## config.mk

```make
export PLATFORM = sky130hd
export DESIGN_NAME = sdcd_top
export DESIGN_NICKNAME = d
export VERILOG_FILES = /design/src/rtl/sdcd_pkg.sv /design/src/rtl/sdcd_classify.sv /design/src/rtl/sdcd_bank_trk.sv /design/src/rtl/sdcd_dq_ctl.sv /design/src/rtl/sdcd_top.sv
export SDC_FILE = /design/constraint.sdc
export NUM_CORES = 1
export LEC_CHECK = 0
export BUFFER_PORTS_ARGS = -buffer_cell sky130_fd_sc_hd__buf_2
export CAP_MARGIN = 30
export CORE_MARGIN = 1.5
export CORE_UTILIZATION = 30
export CTS_CLUSTER_SIZE = 24
export DETAILED_ROUTE_END_ITERATION = 8
export GPL_TIMING_DRIVEN = 0
export HOLD_SLACK_MARGIN = 0.12
export PLACE_DENSITY = 0.52
export SLEW_MARGIN = 20
export SYNTH_ARGS = -nofsm -noshare
export SYNTH_HDL_FRONTEND = slang
export SYNTH_SLANG_ARGS = --single-unit
```

## constraint.sdc

```tcl
create_clock -name clk -period 5.4 [get_ports clk]
set_input_delay 0.27 -clock clk [delete_from_list [all_inputs] [get_ports clk]]
set_output_delay 0.27 -clock clk [all_outputs]
set_load 0.02 [all_outputs]
```

## src/rtl/sdcd_pkg.sv

```systemverilog
package sdcd_pkg;

   typedef enum logic [2:0] {
      SD_NOP = 3'd0,
      SD_ACT = 3'd1,
      SD_RD  = 3'd2,
      SD_WR  = 3'd3,
      SD_PRE = 3'd4,
      SD_BST = 3'd5,
      SD_REF = 3'd6,
      SD_MRS = 3'd7
   } sd_cmd_e;

   localparam int SD_NUM_BANKS = 2;

endpackage

```

## src/rtl/sdcd_classify.sv

```systemverilog
module sdcd_classify
   import sdcd_pkg::*;
(
   input  logic    cs_n,
   input  logic    ras_n,
   input  logic    cas_n,
   input  logic    we_n,
   output logic    sel,
   output sd_cmd_e cmd
);

   assign sel = ~cs_n;

   always_comb begin
      unique case ({ras_n, cas_n, we_n})
         3'b011:  cmd = SD_ACT;
         3'b101:  cmd = SD_RD;
         3'b100:  cmd = SD_WR;
         3'b010:  cmd = SD_PRE;
         3'b110:  cmd = SD_BST;
         3'b001:  cmd = SD_REF;
         3'b000:  cmd = SD_MRS;
         default: cmd = SD_NOP;
      endcase
   end

endmodule

```

## src/rtl/sdcd_bank_trk.sv

```systemverilog
module sdcd_bank_trk #(
   parameter int BURST_LEN = 4
) (
   input  logic clk,
   input  logic rst_n,
   input  logic en,
   input  logic open_i,
   input  logic close_i,
   input  logic rw_i,
   input  logic autopre_i,
   output logic active_o
);

   localparam int CNT_W = $clog2(BURST_LEN + 1);
   localparam logic [CNT_W-1:0] CNT_LOAD = CNT_W'(BURST_LEN);

   logic [CNT_W-1:0] ap_cnt;

   always_ff @(posedge clk or negedge rst_n) begin
      if (!rst_n) begin
         active_o <= 1'b0;
         ap_cnt   <= '0;
      end else if (en) begin
         if (close_i) begin
            active_o <= 1'b0;
            ap_cnt   <= '0;
         end else if (open_i) begin
            active_o <= 1'b1;
            ap_cnt   <= '0;
         end else if (rw_i) begin
            ap_cnt   <= autopre_i ? CNT_LOAD : '0;
         end else if (ap_cnt == CNT_W'(1)) begin
            active_o <= 1'b0;
            ap_cnt   <= '0;
         end else if (ap_cnt != '0) begin
            ap_cnt   <= ap_cnt - 1'b1;
         end
      end
   end

   AST_OPEN_SETS: assert property (@(posedge clk) disable iff (!rst_n)
      en && open_i && !close_i |=> active_o);

   AST_CLOSE_CLEARS: assert property (@(posedge clk) disable iff (!rst_n)
      en && close_i |=> !active_o);

   AST_AP_RETIRE: assert property (@(posedge clk) disable iff (!rst_n)
      en && ap_cnt == CNT_W'(1) && !open_i && !rw_i |=> !active_o);

   AST_FROZEN_HOLD: assert property (@(posedge clk) disable iff (!rst_n)
      !en |=> $stable(active_o));

endmodule

```

## src/rtl/sdcd_dq_ctl.sv

```systemverilog
module sdcd_dq_ctl #(
   parameter int BURST_LEN = 4
) (
   input  logic clk,
   input  logic rst_n,
   input  logic en,
   input  logic dqm,
   input  logic wr_start,
   input  logic wr_stop,
   output logic rd_hiz,
   output logic wr_en,
   output logic wr_mask
);

   localparam int REM_W = $clog2(BURST_LEN + 1);

   logic [REM_W-1:0] wr_rem;
   logic             dqm_d1;
   logic             slot;
   logic [1:0]       fill;

   generate
      if (BURST_LEN == 1) begin : g_single
         assign wr_rem = '0;
      end else begin : g_multi
         localparam logic [REM_W-1:0] REM_LOAD = REM_W'(BURST_LEN - 1);
         logic [REM_W-1:0] rem_q;
         always_ff @(posedge clk or negedge rst_n) begin
            if (!rst_n)                     rem_q <= '0;
            else if (en) begin
               if (wr_start)                rem_q <= REM_LOAD;
               else if (wr_stop)            rem_q <= '0;
               else if (rem_q != '0)        rem_q <= rem_q - 1'b1;
            end
         end
         assign wr_rem = rem_q;
      end
   endgenerate

   assign slot    = en & (wr_start | ((wr_rem != '0) & ~wr_stop));
   assign wr_en   = slot & ~dqm;
   assign wr_mask = slot &  dqm;

   always_ff @(posedge clk or negedge rst_n) begin
      if (!rst_n) begin
         dqm_d1 <= 1'b1;
         rd_hiz <= 1'b1;
         fill   <= 2'd0;
      end else if (en) begin
         dqm_d1 <= dqm;
         rd_hiz <= dqm_d1;
         if (fill != 2'd2) fill <= fill + 2'd1;
      end
   end

   AST_HIZ_LATENCY: assert property (@(posedge clk) disable iff (!rst_n)
      fill == 2'd2 && $past(en) && $past(en, 2) |-> rd_hiz == $past(dqm, 2));

   AST_NO_SLOT_FROZEN: assert property (@(posedge clk) disable iff (!rst_n)
      !en |-> !wr_en && !wr_mask);

   AST_STOP_NO_SLOT: assert property (@(posedge clk) disable iff (!rst_n)
      wr_stop && !wr_start |-> !wr_en && !wr_mask);

endmodule

```

## src/rtl/sdcd_top.sv

```systemverilog
module sdcd_top
   import sdcd_pkg::*;
#(
   parameter int ADDR_W    = 11,
   parameter int COL_W     = 8,
   parameter int BURST_LEN = 4
) (
   input  logic              clk,
   input  logic              rst_n,
   input  logic              cke,
   input  logic              cs_n,
   input  logic              ras_n,
   input  logic              cas_n,
   input  logic              we_n,
   input  logic [ADDR_W-1:0] addr,
   input  logic              bank_sel,
   input  logic              dqm,
   output logic              cmd_valid,
   output logic [2:0]        cmd_code,
   output logic [1:0]        cmd_banks,
   output logic [ADDR_W-1:0] cmd_addr,
   output logic              cmd_autopre,
   output logic              illegal,
   output logic [1:0]        bank_active,
   output logic              self_refresh,
   output logic              rd_hiz,
   output logic              wr_en,
   output logic              wr_mask
);

   localparam int NB     = SD_NUM_BANKS;
   localparam int AP_BIT = ADDR_W - 1;

   generate
      if (COL_W < 1 || COL_W >= ADDR_W) begin : g_bad_col
         $error("sdcd_top: COL_W must lie in 1..ADDR_W-1");
      end
      if (BURST_LEN != 1 && BURST_LEN != 2 && BURST_LEN != 4 && BURST_LEN != 8) begin : g_bad_bl
         $error("sdcd_top: BURST_LEN must be 1, 2, 4 or 8");
      end
   endgenerate

   logic    cke_q;
   logic    en;
   logic    sel;
   sd_cmd_e cmd;
   logic    is_rw;
   logic    acc;
   logic    bad;
   logic    good;
   logic    tgt_act;
   logic    any_act;
   logic [NB-1:0] bank_hot;
   logic [NB-1:0] pre_mask;
   logic [NB-1:0] act_q;

   sdcd_classify u_cls (
      .cs_n  (cs_n),
      .ras_n (ras_n),
      .cas_n (cas_n),
      .we_n  (we_n),
      .sel   (sel),
      .cmd   (cmd)
   );

   assign en       = cke_q;
   assign is_rw    = (cmd == SD_RD) || (cmd == SD_WR);
   assign bank_hot = NB'(1) << bank_sel;
   assign pre_mask = addr[AP_BIT] ? {NB{1'b1}} : bank_hot;
   assign tgt_act  = act_q[bank_sel];
   assign any_act  = |act_q;
   assign acc      = en && sel && (cmd != SD_NOP);
   assign bad      = acc && (((cmd == SD_ACT) && tgt_act) ||
                             (is_rw && !tgt_act) ||
                             (((cmd == SD_REF) || (cmd == SD_MRS)) && any_act));
   assign good     = acc && !bad;

   generate
      for (genvar b = 0; b < NB; b++) begin : g_bank
         sdcd_bank_trk #(.BURST_LEN(BURST_LEN)) u_trk (
            .clk       (clk),
            .rst_n     (rst_n),
            .en        (en),
            .open_i    (good && (cmd == SD_ACT) && bank_hot[b]),
            .close_i   (good && (cmd == SD_PRE) && pre_mask[b]),
            .rw_i      (good && is_rw && bank_hot[b]),
            .autopre_i (addr[AP_BIT]),
            .active_o  (act_q[b])
         );
      end
   endgenerate

   assign bank_active = act_q;

   sdcd_dq_ctl #(.BURST_LEN(BURST_LEN)) u_dq (
      .clk      (clk),
      .rst_n    (rst_n),
      .en       (en),
      .dqm      (dqm),
      .wr_start (good && (cmd == SD_WR)),
      .wr_stop  (good && ((cmd == SD_RD) || (cmd == SD_BST) || (cmd == SD_PRE))),
      .rd_hiz   (rd_hiz),
      .wr_en    (wr_en),
      .wr_mask  (wr_mask)
   );

   always_ff @(posedge clk or negedge rst_n) begin
      if (!rst_n) begin
         cke_q        <= 1'b1;
         cmd_valid    <= 1'b0;
         illegal      <= 1'b0;
         cmd_code     <= SD_NOP;
         cmd_banks    <= '0;
         cmd_addr     <= '0;
         cmd_autopre  <= 1'b0;
         self_refresh <= 1'b0;
      end else begin
         cke_q     <= cke;
         cmd_valid <= good;
         illegal   <= bad;
         if (acc) cmd_code <= cmd;
         if (good) begin
            unique case (cmd)
               SD_ACT: begin
                  cmd_banks   <= bank_hot;
                  cmd_addr    <= addr;
                  cmd_autopre <= 1'b0;
               end
               SD_RD, SD_WR: begin
                  cmd_banks   <= bank_hot;
                  cmd_addr    <= ADDR_W'(addr[COL_W-1:0]);
                  cmd_autopre <= addr[AP_BIT];
               end
               SD_PRE: begin
                  cmd_banks   <= pre_mask;
                  cmd_addr    <= '0;
                  cmd_autopre <= 1'b0;
               end
               default: begin
                  cmd_banks   <= '0;
                  cmd_addr    <= '0;
                  cmd_autopre <= 1'b0;
               end
            endcase
         end
         if (self_refresh && cke)                  self_refresh <= 1'b0;
         else if (good && (cmd == SD_REF) && !cke) self_refresh <= 1'b1;
      end
   end

   AST_ACT_ON_OPEN: assert property (@(posedge clk) disable iff (!rst_n)
      en && sel && cmd == SD_ACT && act_q[bank_sel] |=> illegal && !cmd_valid);

   AST_RW_ON_IDLE: assert property (@(posedge clk) disable iff (!rst_n)
      en && sel && (cmd == SD_RD || cmd == SD_WR) && !act_q[bank_sel] |=> illegal && !cmd_valid);

   AST_FROZEN_QUIET: assert property (@(posedge clk) disable iff (!rst_n)
      !en |=> !cmd_valid && !illegal);

   AST_DESELECT_QUIET: assert property (@(posedge clk) disable iff (!rst_n)
      cs_n |=> !cmd_valid && !illegal);

   AST_SRF_EXIT: assert property (@(posedge clk) disable iff (!rst_n)
      self_refresh && cke |=> !self_refresh);

endmodule

```

==> impl_metrics.tcl <==
set metrics [dict create \
    numCtsBuffers 5 \
    drc 0 \
    synthFlopType "dfrtp_1" \
    status "finished clean" \
    max_cap_viol_count 0 \
    core-area_um2 6350 \
    synth.most_common_cell "nand2_1" \
    avgSynthCellArea_um2 9.39 \
    post-route-period-util_pct 50.9 \
    yosysWarnings 0 \
    power.density_nw_per_um2 431 \
    dp_hpwl_mm 3.55 \
    synth_cells 210 \
    cts_tree "built" \
    ys_top_cells_by_area "dfrtp_1 (39%), nand2_1 (6.3%), ha_1 (5.1%)" \
    layout-area-overhead-vs-synth_pct 21.4 \
    critPathKind "register to primary output" \
    hold_depth 3 \
    crit_fanout 8 \
    crit_required_ns 5.13 \
    globalplace.congestion 0.783 \
    synth_fp_nets 238 \
    wl_per_cell_um 14.5 \
    hold_slack_ns 0.201 \
    grt_max_degree 35 \
    start_util_pct 31.1 \
    tightest_slew_ns 0.779 \
    yosys.area.top_type_share_pct 39.3 \
    antenna_found_initial 0 \
    synth_seq_area_share_pct 43.3 \
    die_h_um 84.1 \
    postCtsSetupBuffers 0 \
    multiInputGateArea_um2 981 \
    rows 29 \
    rsz0062_at_grt "false" \
    end_kind "primary output" \
    overflow 0 \
    diodes 0 \
    synth-seq-cells 34 \
    yosysTopAreaCell "dfrtp_1" \
    min_path_type "input port to register" \
    die-width_um 84.1 \
    finalSetupTns_ns 0 \
    relSlewSlack_pct 48.1 \
    arrival_ns 2.48 \
    nFillCells 651 \
    dr.pass1.iters 4 \
    cts-root-buf "clkbuf_8" \
    critPathLaunchType "register" \
    min-delay-start "addr[5]" \
    cts_buffer_depth 2 \
    grt.total_usage_pct 14.4 \
    fmax_mhz 364 \
    cts-resized-gates 0 \
    drtIter0Drc 100 \
    netlist_area_um2 1970 \
    clkSinkCount 34 \
    clk-insertion-delay-late_ns 0.29 \
    setup_viol 0 \
    drt_wl_total_mm 4.92 \
    synth_edf_count 0 \
    slew_viol_final 0 \
    ff2ff_path_depth 7 \
    cts_max_level 2 \
    grt_pass1_vias 1690 \
    grt_pass1_wl_mm 8.20 \
    vias 1746 \
    portBuffers 43 \
    io_pins 45 \
    vdd_drop_max_mv 0.227 \
    finalNetCount 290 \
    clk_pin_slew_ns 0.06 \
    seqCellArea_um2 855 \
    power_leakage_uw 0.00119 \
    synth_cell_type_count 53 \
    detail-route-antenna-nets 0 \
    dieArea_um2 7070 \
    skew_ns 0.00653 \
    fin_crit_ns 2.75 \
    ys_top_cells_by_count "nand2_1 (33), dfrtp_1 (31), inv_1 (16)" \
    cts_hold_buf 2 \
    layout-drive-gt1-share_pct 28.9 \
    viasPerCell 5.14 \
    holdPathEnd "cmd_addr[5]$_DFFE_PN0N_" \
    finalHoldViolations 0 \
    async_reset_ff_share_pct 100 \
    timing.rr.start "cke_q$_DFF_PN1_" \
    reg2reg_to "g_bank[0].u_trk.ap_cnt[1]$_DFFE_PN0P_" \
    ff2ff_setup_slack_ns 3.34 \
]
[state kept, by name, summed over array words and instances, names as in the netlist]
| name | cells |
|---|---|
| g_bank.u_trk.active_o | 2 |
| illegal | 1 |
| u_dq.g_multi.rem_q | 3 |
| self_refresh | 1 |
| u_dq.dqm_d1 | 1 |
| cmd_autopre | 1 |
| u_dq.rd_hiz | 1 |
| cmd_addr | 11 |
| cmd_valid | 1 |
| cmd_banks | 2 |
| g_bank.u_trk.ap_cnt | 6 |
| cke_q | 1 |
| cmd_code | 3 |
[metal layers]
metal | GRT usage (%) | vias to the layer above | wire length (um)
li1 | - | 857 | -
met1 | 18.8 | 825 | 2280
met2 | 23.7 | 55 | 2280
met3 | 3.56 | 9 | 284
met4 | 4.02 | 0 | 76
met5 | 0 | - | 0
[logic make-up (layout without fill, tap and decap cells)]
| family | after synthesis | after routing | share of synthesized area (%) |
|---|---|---|---|
| multiplexers | 3 | 3 | 1.90 |
| adder cells (fa/ha/maj) | 8 | 8 | 5.08 |
| AND/OR/NAND/NOR | 69 | 69 | 15.7 |
| buffers and inverters | 28 | 81 | 6.92 |
| AO/OA/AOI/OAI | 68 | 68 | 27.1 |
| flip-flops | 34 | 34 | 43.3 |
[per-stage QoR]
step / util (%) / std cells / setup slack, ns / instance area [um2] / total power, uW
6_report: 37.7 / 340 / 2.65 / 2390 / 1030
5_1_grt: 37.7 / 340 / 2.51 / 2390 / 1120
4_1_cts: 37.7 / 340 / 2.70 / 2390 / 1050
3_5_place_dp: 36.0 / 330 / 3.04 / 2280 / 847
3_3_place_gp: 36.0 / 330 / 3.06 / 2280 / 842
2_1_floorplan: - / 210 / 3.19 / 1970 / 719
[critical path: stages (launching register included)]
cell	delay, ns
dfstp_2	0.51
clkbuf_2	0.22
nor3b_1	0.61
nand2_1	0.13
a31oi_1	0.17
o21ai_0	0.13
a211oi_1	0.22
buf_2	0.20
[report_power, final]
group	internal (uW)	switching, uW	total (uW)
Combinational	197	266	462
Clock	103	90.1	193
Sequential	327	51.5	378
Total	626	407	1030
[cell type report]
class | count | area share, %
multi-input combinational | 148 | 41.0
sequential | 34 | 35.7
timing repair buffer | 45 | 9.82
tap | 77 | 4.02
clock buffer | 7 | 3.61
buffer | 11 | 2.93
inverter | 17 | 2.77
clock inverter | 1 | 0.209
[layout by cell type (no fill, tap or decap), types with 2 or more instances in the layout]
cell type      instances
ha_1                   8
nand2_1               33
nand2b_1               2
o21ai_1                4
o22ai_1                4
clkbuf_8               6
buf_4                  3
dlygate4sd3_1          2
o21ai_0               12
nor2b_1                4
mux2_2                 2
inv_1                 16
and2b_1                2
a21o_1                 4
a211oi_1               4
dfstp_2                3
buf_2                 46
a31oi_1                4
nand3_1               12
clkbuf_2               2
nor2_1                13
a21oi_1                8
o211ai_1               3
dfrtp_1               31
clkbuf_1               2
a22o_1                 3
[how the worst max path moves through the flow]
stage / to / cells after the start / slack, ns / startpoint
floorplan: wr_en / 6 / 3.19 / cke_q$_DFF_PN1_
global placement: wr_en / 7 / 3.06 / cke_q$_DFF_PN1_
detailed placement: wr_en / 7 / 3.04 / cke_q$_DFF_PN1_
CTS: wr_en / 7 / 2.70 / cke_q$_DFF_PN1_
global route: wr_en / 7 / 2.51 / cke_q$_DFF_PN1_
finish: wr_en / 7 / 2.65 / cke_q$_DFF_PN1_
Power figures use the tool's default switching activity.
